File: src/rtl/mnd_pkg.sv
package mnd_pkg;
  localparam int DATA_W = 32;
  localparam int MW     = 9;
  localparam int NW     = 13;

  // Recover the divisor from its inverted-difference encoding.
  function automatic logic [NW-1:0] decode_n(logic [MW-1:0] m, logic [NW-1:0] enc);
    return NW'(m) + ~enc;
  endfunction

  // Setting is usable when N > 2M and M < D < N - M.
  function automatic logic cfg_legal(logic [MW-1:0] m, logic [NW-1:0] n, logic [NW-1:0] d);
    logic [NW:0] m_w, twice_m, d_plus_m;
    m_w      = (NW+1)'(m);
    twice_m  = m_w << 1;
    d_plus_m = {1'b0, d} + m_w;
    return ({1'b0, n} > twice_m) && ({1'b0, d} > m_w) && (d_plus_m < {1'b0, n});
  endfunction

  // One phase step: acc + m, folded back below n.
  function automatic logic [NW-1:0] phase_step(logic [NW-1:0] acc, logic [MW-1:0] m, logic [NW-1:0] n);
    logic [NW:0] s;
    s = {1'b0, acc} + (NW+1)'(m);
    if (s >= {1'b0, n}) s = s - {1'b0, n};
    return s[NW-1:0];
  endfunction
endpackage

File: src/rtl/mnd_regs.sv
module mnd_regs
  import mnd_pkg::*;
#(
  parameter int ADDR_W = 4
) (
  input  logic              clk,
  input  logic              rst_n,
  input  logic              we,
  input  logic [ADDR_W-1:0] addr,
  input  logic [DATA_W-1:0] wdata,
  output logic [DATA_W-1:0] rdata,
  output logic              en,
  output logic [MW-1:0]     m,
  output logic [NW-1:0]     n_enc,
  output logic [NW-1:0]     d
);
  localparam int WIDX_W = ADDR_W - 2;
  localparam logic [WIDX_W-1:0] IDX_M = WIDX_W'(0);
  localparam logic [WIDX_W-1:0] IDX_N = WIDX_W'(1);
  localparam logic [WIDX_W-1:0] IDX_D = WIDX_W'(2);

  logic [WIDX_W-1:0] widx;
  assign widx = addr[ADDR_W-1:2];

  logic unused_bits;
  assign unused_bits = ^{addr[1:0], wdata[DATA_W-2:NW]};

  always_ff @(posedge clk) begin
    if (!rst_n) begin
      en    <= 1'b0;
      m     <= '0;
      n_enc <= '0;
      d     <= '0;
    end else if (we) begin
      if (widx == IDX_M) begin
        m  <= wdata[MW-1:0];
        en <= wdata[DATA_W-1];
      end
      if (widx == IDX_N) n_enc <= wdata[NW-1:0];
      if (widx == IDX_D) d     <= wdata[NW-1:0];
    end
  end

  always_comb begin
    rdata = '0;
    if (widx == IDX_M) begin
      rdata[MW-1:0]   = m;
      rdata[DATA_W-1] = en;
    end else if (widx == IDX_N) begin
      rdata[NW-1:0] = n_enc;
    end else if (widx == IDX_D) begin
      rdata[NW-1:0] = d;
    end
  end

  // a write to the duty register lands in the next cycle
  a_r1_duty_write: assert property (@(posedge clk) disable iff (!rst_n)
    (we && widx == IDX_D) |=> (d == $past(wdata[NW-1:0])));

  // a write to the M register updates the enable bit
  a_r1_enable_write: assert property (@(posedge clk) disable iff (!rst_n)
    (we && widx == IDX_M) |=> (en == $past(wdata[DATA_W-1])));
endmodule

File: src/rtl/mnd_phase.sv
module mnd_phase
  import mnd_pkg::*;
(
  input  logic          clk,
  input  logic          rst_n,
  input  logic          en,
  input  logic [MW-1:0] m,
  input  logic [NW-1:0] n,
  input  logic [NW-1:0] d,
  output logic          clk_out,
  output logic          frame_end,
  output logic          running
);
  logic [MW-1:0] m_act;
  logic [NW-1:0] n_act, d_act;
  logic [NW-1:0] acc_q, fcnt_q;
  logic          run_q;
  logic          cfg_ok;

  assign cfg_ok    = en && cfg_legal(m, n, d);
  assign frame_end = run_q && (fcnt_q == n_act - NW'(1));
  assign running   = run_q;
  assign clk_out   = run_q && (acc_q >= d_act);

  always_ff @(posedge clk) begin
    if (!rst_n) begin
      run_q  <= 1'b0;
      acc_q  <= '0;
      fcnt_q <= '0;
      m_act  <= '0;
      n_act  <= '0;
      d_act  <= '0;
    end else if (!en) begin
      run_q  <= 1'b0;
      acc_q  <= '0;
      fcnt_q <= '0;
    end else if (!run_q || frame_end) begin
      m_act  <= m;
      n_act  <= n;
      d_act  <= d;
      run_q  <= cfg_ok;
      acc_q  <= '0;
      fcnt_q <= '0;
    end else begin
      acc_q  <= phase_step(acc_q, m_act, n_act);
      fcnt_q <= fcnt_q + NW'(1);
    end
  end

  // the phase never leaves the range below the divisor
  a_r4_phase_in_range: assert property (@(posedge clk) disable iff (!rst_n)
    run_q |-> (acc_q < n_act));

  // the generator only runs on a legal setting
  a_r8_run_legal: assert property (@(posedge clk) disable iff (!rst_n)
    run_q |-> cfg_legal(m_act, n_act, d_act));

  // a cleared enable silences the output on the next cycle
  a_r9_disable_low: assert property (@(posedge clk) disable iff (!rst_n)
    !en |=> !clk_out);

  // active settings stay fixed inside a frame
  a_r10_hold_in_frame: assert property (@(posedge clk) disable iff (!rst_n)
    (run_q && en && !frame_end) |=> ($stable(m_act) && $stable(n_act) && $stable(d_act)));

  // each frame opens with a low cycle
  a_r6_frame_opens_low: assert property (@(posedge clk) disable iff (!rst_n)
    (frame_end && en) |=> !clk_out);
endmodule

File: src/rtl/mnd_clkgen.sv
module mnd_clkgen
  import mnd_pkg::*;
#(
  parameter int ADDR_W = 4
) (
  input  logic              clk,
  input  logic              rst_n,
  input  logic              reg_we,
  input  logic [ADDR_W-1:0] reg_addr,
  input  logic [DATA_W-1:0] reg_wdata,
  output logic [DATA_W-1:0] reg_rdata,
  output logic              clk_out
);
  logic          cfg_en;
  logic [MW-1:0] cfg_m;
  logic [NW-1:0] cfg_nenc, cfg_d, cfg_n;
  logic          frame_end, running;

  mnd_regs #(.ADDR_W(ADDR_W)) u_regs (
    .clk   (clk),
    .rst_n (rst_n),
    .we    (reg_we),
    .addr  (reg_addr),
    .wdata (reg_wdata),
    .rdata (reg_rdata),
    .en    (cfg_en),
    .m     (cfg_m),
    .n_enc (cfg_nenc),
    .d     (cfg_d)
  );

  // divisor recovered from the inverted difference
  assign cfg_n = decode_n(cfg_m, cfg_nenc);

  mnd_phase u_phase (
    .clk       (clk),
    .rst_n     (rst_n),
    .en        (cfg_en),
    .m         (cfg_m),
    .n         (cfg_n),
    .d         (cfg_d),
    .clk_out   (clk_out),
    .frame_end (frame_end),
    .running   (running)
  );

  // output low while idle
  a_r2_idle_low: assert property (@(posedge clk) disable iff (!rst_n)
    !running |-> !clk_out);

  // a frame boundary only occurs while running
  a_r6_boundary_running: assert property (@(posedge clk) disable iff (!rst_n)
    frame_end |-> running);
endmodule

File: config.mk
export PLATFORM = sky130hd
export DESIGN_NAME = mnd_clkgen
export DESIGN_NICKNAME = d
export VERILOG_FILES = /design/src/rtl/mnd_pkg.sv /design/src/rtl/mnd_regs.sv /design/src/rtl/mnd_phase.sv /design/src/rtl/mnd_clkgen.sv
export SDC_FILE = /design/constraint.sdc
export NUM_CORES = 1
export LEC_CHECK = 0
export ABC_AREA = 1
export CORE_MARGIN = 1.5
export CORE_UTILIZATION = 25
export CTS_BUF_LIST = sky130_fd_sc_hd__clkbuf_4
export DETAILED_ROUTE_END_ITERATION = 10
export PLACE_DENSITY = 0.41
export SETUP_SLACK_MARGIN = 0.1
export SLEW_MARGIN = 10
export SYNTH_ARGS = -nofsm -noshare
export SYNTH_HDL_FRONTEND = slang
export SYNTH_HIERARCHICAL = 1
export SYNTH_SLANG_ARGS = --single-unit
File: constraint.sdc
create_clock -name clk -period 3 [get_ports clk]
set_clock_uncertainty 0.05 [all_clocks]
set_input_delay 0.6 -clock clk [delete_from_list [all_inputs] [get_ports clk]]
set_output_delay 0.6 -clock clk [all_outputs]
set_load 0.01 [all_outputs]
==> results.tsv, run 1 <==
stage	metric	value	unit
layout	# fillers	3710	
outcome	failing checks	setup timing	
timing	RSZ-0062 raised after global routing	yes	
layout	area of the multi-input gates	0.00594	mm²
worst_setup_path	WP data arrival	3400	ps
timing	Hold WS	447	ps
power	leakage	5.22	nW
worst_setup_path	CP Capture Type	flip-flop	
global_route	first-pass GRT wire length	41900	µm
timing	Pins Over Slew Limit	0	
drt	vias per inst	4.29	
layout	area taken by flip-flops and latches	0.00200	mm²
timing	period utilization	100	%
global_route	initial antenna violation count	1	
cts	clock-pin slew on the worst setup and hold paths	160	ps
layout	Design Area, Final	0.0107	mm²
place	GPL Wtd Cong	0.854	
layout	final net count	1572	
global_route	layer with the highest usage	met2	
cts	CTS Sinks	98	
global_route	met2 usage	27.9	%
timing	Peak Freq	333	MHz
floorplan	die area	0.0345	mm²
layout	Final Util	32.9	%
floorplan	Chip Height	186	µm
drt	drt wl/cell	13.8	µm
floorplan	DIE WIDTH	186	µm
floorplan	Core Box Area	0.0327	mm²
synthesis	Avg Cell Area, Syn	6.41	µm²
global_route	met1 Use GR	19.4	%
place	Post-DP HPWL	20300	µm
outcome	run status	finished with violations	
timing	PnR worst setup slack	-2.55	ps
drt	DRC viols	0	
drt	Post-Route WL	26000	µm
cts	Max H-tree Level	3	
synthesis	gate count after technology mapping	1304	
job	max-cap violations	0	
layout	layout cells sized above 1	22.4	%
global_route	largest net degree at the start of global routing	72	
global_route	Total GRT Usage	15.7	%
timing	Final Hold Viols	0	
cts	clk_lat worst skew	530	ps
timing	Final Critical Period	3000	ps
floorplan	# IOs	72	
global_route	overflow left after global routing	0	
place	# port buffers	33	
synthesis	mapped cell area	0.00836	mm²
power	power per cell area	362	mW/mm²
cts	clock root cell	clkbuf_4	
cts	CTS tree	yes	
drt	TritonRoute pass-1 iters	6	
cts	cts bufs inserted	9	
timing	worst slew pin tran	788	ps
cts	Max clock buf depth	2	
drt	drt initial violations	337	
layout	Layout area overhead	28.6	%
global_route	met3 Use GR	2.48	%
synthesis	Ys Warns	6	
drt	Post-DRT Antenna Nets	0	
worst_setup_path	Worst Path Class, Setup	flip-flop to flip-flop	
cts	hold_buf cts	0	
place	Post-DP Area	0.00979	mm²
power	Pwr Total	3.89	mW
floorplan	Initial Util	25.6	%
global_route	vias in the first global route	8182	
drt	routed vias	8112	
timing	Setup-failing EPs final	1	
worst_setup_path	CP required	3390	ps
worst_setup_path	critical path peak fanout	8	
min_path	HP Class	flip-flop to flip-flop	
floorplan	Rows	66	
timing	Slew HR	47.5	%
worst_setup_path	CP Launch Type	flip-flop	
power	Max IR drop VDD	228	µV
sequential cells by signal, indices dropped and copies added (netlist names):
register         flops
u_regs/m             9
u_phase/d_act       13
u_phase/n_act       13
u_regs/en            1
u_phase/running      1
u_phase/m_act        9
u_phase/fcnt_q      13
u_phase/acc_q       13
u_regs/n_enc        13
u_regs/d            13
what timing repair did:
| item | in CTS | in global routing |
|---|---|---|
| gates cloned | 1 | 0 |
| setup endpoints to repair | 28 | 15 |
| resized for setup | 123 | 63 |
| pin swaps | 37 | 47 |
| buffers inserted | 18 | 6 |
path summary, 6_finish.rpt:
kind,startpoint,to,slack [ps],cells past startpoint
hold / removal,u_phase/fcnt_q[0],u_phase/fcnt_q[0],450,1
setup / recovery,u_phase/acc_q[0],u_phase/acc_q[0],-3,22
setup reg to reg,u_phase/acc_q[0],u_phase/acc_q[0],-3,22
hold reg to reg,u_phase/fcnt_q[0],u_phase/fcnt_q[0],450,1
cells in the final DEF, fill, tap and decap left out, drive strengths merged, types with 5 or more instances in the layout:
cell type      count
a21o               5
a21oi            104
buf              136
clkbuf            11
clkdlybuf4s50     18
clkinv             5
conb              18
dfxtp             98
dlygate4sd2       13
ha                85
inv              199
nand2            325
nand3            103
nand4             15
nor2             184
nor3              11
o211ai             9
o21ai             22
o21bai             5
xnor2             18
xor2              36
layer usage:
metal / up-vias / part of all wire [%] / wire length (µm)
met5: - / 0 / 0
met4: 0 / 1.8 / 480
met3: 25 / 2.4 / 615
met2: 81 / 48 / 12600
met1: 3642 / 47 / 12300
li1: 4364 / - / -
stage by stage:
step / std cells / setup TNS (ps) / setup WS [ps]
6_report: 1892 / -2.55 / -2.55
2_1_floorplan: 1321 / 0 / 105
5_1_grt: 1892 / -1750 / -209
3_5_place_dp: 1852 / -3290 / -234
3_3_place_gp: 1852 / -3530 / -268
4_1_cts: 1885 / -57.8 / -31.5
layout make-up:
cell class | instances | share of cell area, %
multi-input cells | 967 | 55.2
flip-flops and latches | 98 | 18.6
repair buffers | 168 | 12.8
inverters | 199 | 7.00
well taps | 442 | 5.15
clock buffers | 10 | 0.699
clock inverters | 6 | 0.396
repair inverters | 1 | 0.0466
diodes | 1 | 0.0233
report_power, final:
group          switching, mW  total (mW)  internal (mW)
Combinational           1.03        1.76          0.738
Sequential            0.0567        1.41           1.36
Clock                  0.528       0.708          0.181
Total                   1.61        3.89           2.28
critical path, stage by stage (launching register included):
cell and delay, ps:
dfxtp_2 380, ha_4 140, inv_2 30, fa_2 340, inv_2 70, nand3_2 60
nand2_2 80, nand2_2 60, o21ai_2 150, xor2_2 200, ha_1 280, nand2_2 120
nor2_2 50, nand2_1 70, nand3_2 100, nand2_2 70, nand2_2 60, nand2_2 70
nand3_4 130, buf_6 180, nand2_2 50, nand2_1 50, nor2_1 130
No activity file was read; power rests on OpenSTA's default activity.
==> run 2: changes to the inputs <==
Settings changed: ABC_AREA 1 to unset, PLACE_DENSITY 0.41 to 0.42.
==> run 2 against run 1 <==
The flow still finishes with violations (setup timing). Power shrank 19%. Global-route usage shrank 1.7 points. Synthesized area shrank 6.3%. Non-clock buffer count grew 62. Utilization grew 0.70 points. Sequential share of layout area grew 0.59 points. Critical endpoint unchanged.
==> results.tsv, run 2 <==
stage	metric	value	unit	change
place	Post-DP HPWL	17800	µm	-12%
worst_setup_path	CP Launch Type	flip-flop		
global_route	largest net degree at the start of global routing	72		unchanged
place	dpl cells	1531		-17%
global_route	overflow left after global routing	0		unchanged
global_route	initial antenna violation count	0		-1
cts	CTS tree	yes		
worst_setup_path	CP top delay family	compound AO/OA/AOI/OAI gates		
drt	vias per inst	4.44		+3.5%
timing	Setup-failing EPs final	14		+13
synthesis	Ys Warns	6		unchanged
layout	Final Util	33.6	%	+0.70 points
drt	routed vias	6936		-14%
layout	filler-free cell count of the finished design	1563		-17%
timing	PnR worst setup slack	-562	ps	-560 ps
layout	layout cells sized above 1	25.4	%	+3.0 points
global_route	Total GRT Usage	13.9	%	-1.7 points
floorplan	Rows	64		-3.0%
cts	Max H-tree Level	3		unchanged
worst_setup_path	Worst Path Class, Setup	flip-flop to flip-flop		
layout	Design Area, Final	0.0103	mm²	-4.2%
min_path	HP Class	input pin to flip-flop		
cts	CTS Sinks	98		unchanged
place	Post-DP Area	0.00981	mm²	+0.17%
floorplan	die area	0.0324	mm²	-6.2%
drt	TritonRoute pass-1 iters	4		-2
timing	Final Hold Viols	0		unchanged
place	# port buffers	33		unchanged
worst_setup_path	WP data arrival	3950	ps	+550 ps
worst_setup_path	worst path bufs/invs	2		-1
drt	drt wl/cell	14.3	µm	+4.0%
drt	Post-Route WL	22400	µm	-14%
power	power per cell area	308	mW/mm²	-15%
floorplan	DIE WIDTH	180	µm	-3.2%
worst_setup_path	CP required	3390	ps	about the same
layout	most frequent cells in the layout	buf_4 (193), nand2_1 (152), dfxtp_1 (90), mux2i_1 (84), inv_1 (81)		
worst_setup_path	peak per-stage delay on the critical path	390	ps	about the same
timing	Final Critical Period	3560	ps	+560 ps
power	leakage	4.98	nW	-4.6%
synthesis	Avg Cell Area, Syn	8.15	µm²	+27%
floorplan	# IOs	72		unchanged
cts	clk_lat worst skew	510	ps	-20 ps
outcome	failing checks	setup timing		
job	max-cap violations	0		unchanged
floorplan	Chip Height	180	µm	-3.2%
worst_setup_path	critical path's slowest cell	dfxtp_2		
worst_setup_path	CP Cell Sequence	ha_4 > inv_2 > fa_2 > nor2b_2 > o31a_1 > o211a_1 > o2111ai_2 > and3_4 > or2_4 > ha_4 > nand4_1 > nor3_2 > a22oi_2 > a31oi_4 > buf_4 > or2_4 > a211oi_1		
drt	Post-DRT Antenna Nets	0		unchanged
floorplan	Core Box Area	0.0307	mm²	-6.2%
drt	DRC viols	0		unchanged
power	Max IR drop VDD	206	µV	-9.4%
cts	clock-pin slew on the worst setup and hold paths	170	ps	about the same
layout	Antenna Cells	0		-1
timing	Pins Over Slew Limit	0		unchanged
layout	commonest non-fill, non-tap cell in the layout	buf_4		
timing	Peak Freq	281	MHz	-16%
global_route	vias in the first global route	6793		-17%
timing	Slew HR	52.8	%	+5.3 points
timing	RSZ-0062 raised after global routing	yes		
worst_setup_path	CP Capture Type	flip-flop		
timing	worst slew pin tran	708	ps	-79.2 ps
timing	Hold WS	412	ps	-34.4 ps
global_route	first-pass GRT wire length	36200	µm	-14%
synthesis	gate count after technology mapping	960		-26%
worst_setup_path	critical path peak fanout	7		-1
place	GPL Wtd Cong	0.789		-7.6%
layout	Layout area overhead	31.4	%	
cts	clock root cell	clkbuf_4		
timing	period utilization	119	%	+19 points
synthesis	mapped cell area	0.00783	mm²	-6.3%
drt	drt initial violations	234		-31%
floorplan	Initial Util	25.5	%	about the same
cts	cts bufs inserted	9		unchanged
outcome	run status	finished with violations		
cts	Max clock buf depth	2		unchanged
layout	final net count	1290		-18%
[run 2: worst paths after layout]
path	from	end	slack, ps	cells after the start
max reg2reg	u_phase/m_act[0]	u_phase/acc_q[0]	-560	17
min	rst_n	u_phase/acc_q[0]	410	3
max	u_phase/m_act[0]	u_phase/acc_q[0]	-560	17
min reg2reg	u_phase/d_act[8]	u_phase/d_act[8]	420	2
[run 2: repair_timing]
item,in CTS,in global routing
gates cloned,1,0
hold buffers,0,0
pin swaps,35,18
resized for setup,45,26
endpoints found under the setup margin,20,65
setup buffers,8,7
[run 2: metrics by stage]
| step | total power [mW] | setup WS [ps] | setup TNS (ps) |
|---|---|---|---|
| final | 3.17 | -562 | -7240 |
| after global routing | 3.38 | -744 | -9760 |
| after CTS | 3.18 | -576 | -6720 |
| after detailed placement | 2.39 | -632 | -8200 |
| after global placement | 2.39 | -655 | -7440 |
| after floorplan | 2.03 | -495 | -6020 |
[run 2: area by class of cell]
cell class                 instances  area [µm²]
fill                            3340       20400
multi-input combinational        737        5510
sequential                        98        1980
timing repair buffer             230        1850
tap                              396         495
inverter                          86         325
clock buffer                      10        75.1
clock inverter                     6        48.8
[run 2: power breakdown]
part           internal, mW  switching (mW)  total [mW]
sequential             1.33          0.0346        1.36
clock                 0.192           0.517       0.709
combinational         0.546           0.551        1.10
[run 2: routing by layer]
layer,vias up,share of wire (%),global-route usage [%]
li1,3667,-,-
met1,3203,53,19.4
met2,53,45,22.7
met3,13,1.9,2.27
met4,0,0.88,2.60
met5,-,0,0
[run 2: worst reg2reg max path, delay by kind of cell (launching register included)]
kind	cells	cell delay, ps
compound gates	6	1110
simple gates	6	1040
fa+ha+maj	3	720
flops	1	390
buf+inv	2	190
==> run 3: changes to the inputs <==
Settings changed: SKIP_CTS_REPAIR_TIMING set to 1.
==> run 3 against run 2 <==
The flow still finishes with violations (setup timing). Via count decreased by 0.66%. Non-clock buffer count decreased by 9. Utilization decreased by 0.46 points. Critical path depth unchanged. Power decreased by 1.3%. Sequential share of layout area increased by 0.27 points. Hold slack improved by 5.7 ps. Setup slack got worse by 54 ps. Flip-flop and latch count unchanged. Critical path type unchanged. Critical endpoint is now u_phase/acc_q[4]. Largest cell class unchanged. Largest power group unchanged. Highest routed layer unchanged.
==> results.tsv, run 3 (synthesis gave the netlist of run 2 again) <==
stage	metric	value	unit	change
drt	vias per inst	4.43		about the same
timing	Final Hold Viols	0		unchanged
floorplan	Rows	64		unchanged
cts	Max clock buf depth	2		unchanged
place	Post-DP HPWL	17800	µm	unchanged
drt	drt wl/cell	14.3	µm	-0.23%
worst_setup_path	R2R depth	17		unchanged
timing	Final Critical Period	3620	ps	+54.4 ps
layout	Antenna Cells	0		unchanged
job	max-cap violations	0		unchanged
global_route	Total GRT Usage	13.8	%	-0.16 points
layout	most frequent cells in the layout	buf_4 (187), nand2_1 (152), dfxtp_1 (90), mux2i_1 (84), inv_1 (82)		
cts	cts bufs inserted	9		unchanged
timing	Peak Freq	276	MHz	-1.5%
power	leakage	4.87	nW	-2.3%
layout	layout cells sized above 1	23.7	%	-1.7 points
drt	TritonRoute pass-1 iters	4		unchanged
global_route	overflow left after global routing	0		unchanged
cts	clock-pin slew on the worst setup and hold paths	170	ps	about the same
timing	RSZ-0062 raised after global routing	yes		
outcome	run status	finished with violations		
worst_setup_path	reg2reg start	u_phase/acc_q[0]		
floorplan	DIE WIDTH	180	µm	unchanged
global_route	first-pass GRT wire length	35800	µm	-1.1%
worst_setup_path	CP Capture Point	u_phase/acc_q[4]		
power	Pwr Total	3.13	mW	-1.3%
timing	Setup-failing EPs final	14		unchanged
power	power per cell area	308	mW/mm²	about the same
floorplan	# IOs	72		unchanged
layout	commonest non-fill, non-tap cell in the layout	buf_4		
cts	clk_lat worst skew	510	ps	about the same
worst_setup_path	critical path peak fanout	7		unchanged
timing	Slew HR	52.9	%	+0.088 points
drt	Post-Route WL	22200	µm	-0.80%
global_route	initial antenna violation count	0		unchanged
layout	# fillers	3349		+0.27%
worst_setup_path	Critical Path Start	u_phase/acc_q[0]		
worst_setup_path	Worst Path Class, Setup	flip-flop to flip-flop		
timing	PnR worst setup slack	-617	ps	-54.4 ps
power	Max IR drop VDD	208	µV	+0.84%
floorplan	Initial Util	25.5	%	unchanged
layout	Layout area overhead	29.6	%	
timing	Pins Over Slew Limit	0		unchanged
min_path	HP Class	input pin to flip-flop		
timing	period utilization	121	%	+1.8 points
cts	Max H-tree Level	3		unchanged
drt	routed vias	6890		-0.66%
cts	clock root cell	clkbuf_4		
cts	CTS Sinks	98		unchanged
worst_setup_path	WP data arrival	3970	ps	+20 ps
layout	Final Util	33.1	%	-0.46 points
drt	Post-DRT Antenna Nets	0		unchanged
worst_setup_path	r2r setup slk	-620	ps	-50 ps
place	GPL Wtd Cong	0.789		unchanged
timing	worst slew pin tran	707	ps	-1.32 ps
outcome	failing checks	setup timing		
timing	setup tns final	-7690	ps	-453 ps
layout	final net count	1281		-0.70%
cts	CTS tree	yes		
place	# port buffers	33		unchanged
worst_setup_path	R2R Path End	u_phase/acc_q[4]		
global_route	largest net degree at the start of global routing	72		unchanged
worst_setup_path	CP Launch Type	flip-flop		
drt	drt initial violations	252		+7.7%
floorplan	Core Box Area	0.0307	mm²	unchanged
drt	DRC viols	0		unchanged
worst_setup_path	CP Capture Type	flip-flop		
worst_setup_path	CP required	3360	ps	-30 ps
floorplan	Chip Height	180	µm	unchanged
global_route	vias in the first global route	6729		-0.94%
floorplan	die area	0.0324	mm²	unchanged
[run 3: cell count changes in the layout (fill, tap and decap cells not counted), moves of 3 or more]
cell,change
buf_6,-3
a21oi_2,-7
dlymetal6s2s_1,-3
clkdlybuf4s50_1,+3
buf_4,-6
a21oi_1,+7
[run 3: metal layers]
| metal | up-vias | wire length, µm | share of wire [%] | track usage (%) |
|---|---|---|---|---|
| met5 | - | 0 | 0 | 0 |
| met3 | 14 | 503 | 2.3 | 2.27 |
| li1 | 3655 | - | - | - |
| met1 | 3154 | 11700 | 53 | 19.4 |
| met4 | 0 | 227 | 1.0 | 2.60 |
| met2 | 67 | 9780 | 44 | 22.2 |
[run 3: worst max-delay path: stages (launching register included)]
cell	delay, ps
dfxtp_2	390
ha_4	140
inv_2	30
fa_2	340
nor2b_2	140
o31a_1	160
o211a_1	200
o2111ai_2	160
and3_4	190
or2_4	230
ha_4	290
nand4_1	140
nor3_2	200
a22oi_2	110
a31oi_4	220
or2_4	240
mux2i_1	190
nor2_1	60
[run 3: how the worst min path moves through the flow]
stage	start	end	cells after the start	slack [ps]
after floorplan	u_phase/d_act[2]	u_phase/d_act[2]	2	390
after global placement	u_phase/d_act[11]	u_phase/d_act[11]	2	400
after detailed placement	u_phase/d_act[8]	u_phase/d_act[8]	2	400
after CTS	rst_n	u_phase/acc_q[0]	3	390
after global routing	rst_n	u_phase/acc_q[0]	3	390
final	rst_n	u_phase/acc_q[0]	3	420
[run 3: power by group]
group | switching (mW) | internal [mW] | total [mW]
registers | 0.0347 | 1.33 | 1.36
clock network | 0.514 | 0.192 | 0.707
logic | 0.539 | 0.519 | 1.06
[run 3: metrics by stage]
stage               hold WS (ps)  setup WS [ps]  instances  cell area (µm²)
floorplan                    388           -495        977             8020
global placement             399           -655       1531             9810
detailed placement           405           -632       1531             9810
CTS                          392           -694       1547             9930
global route                 395           -800       1554            10100
finish                       418           -617       1554            10100
[run 3: layout make-up]
cell class,instances,area (µm²),area share [%]
Clock buffer,10,75.1,0.740
Clock inverter,6,48.8,0.481
Inverter,86,325,3.21
Multi-Input combinational cell,737,5460,53.8
Sequential cell,98,1980,19.5
Tap cell,396,495,4.88
Timing Repair Buffer,221,1770,17.4
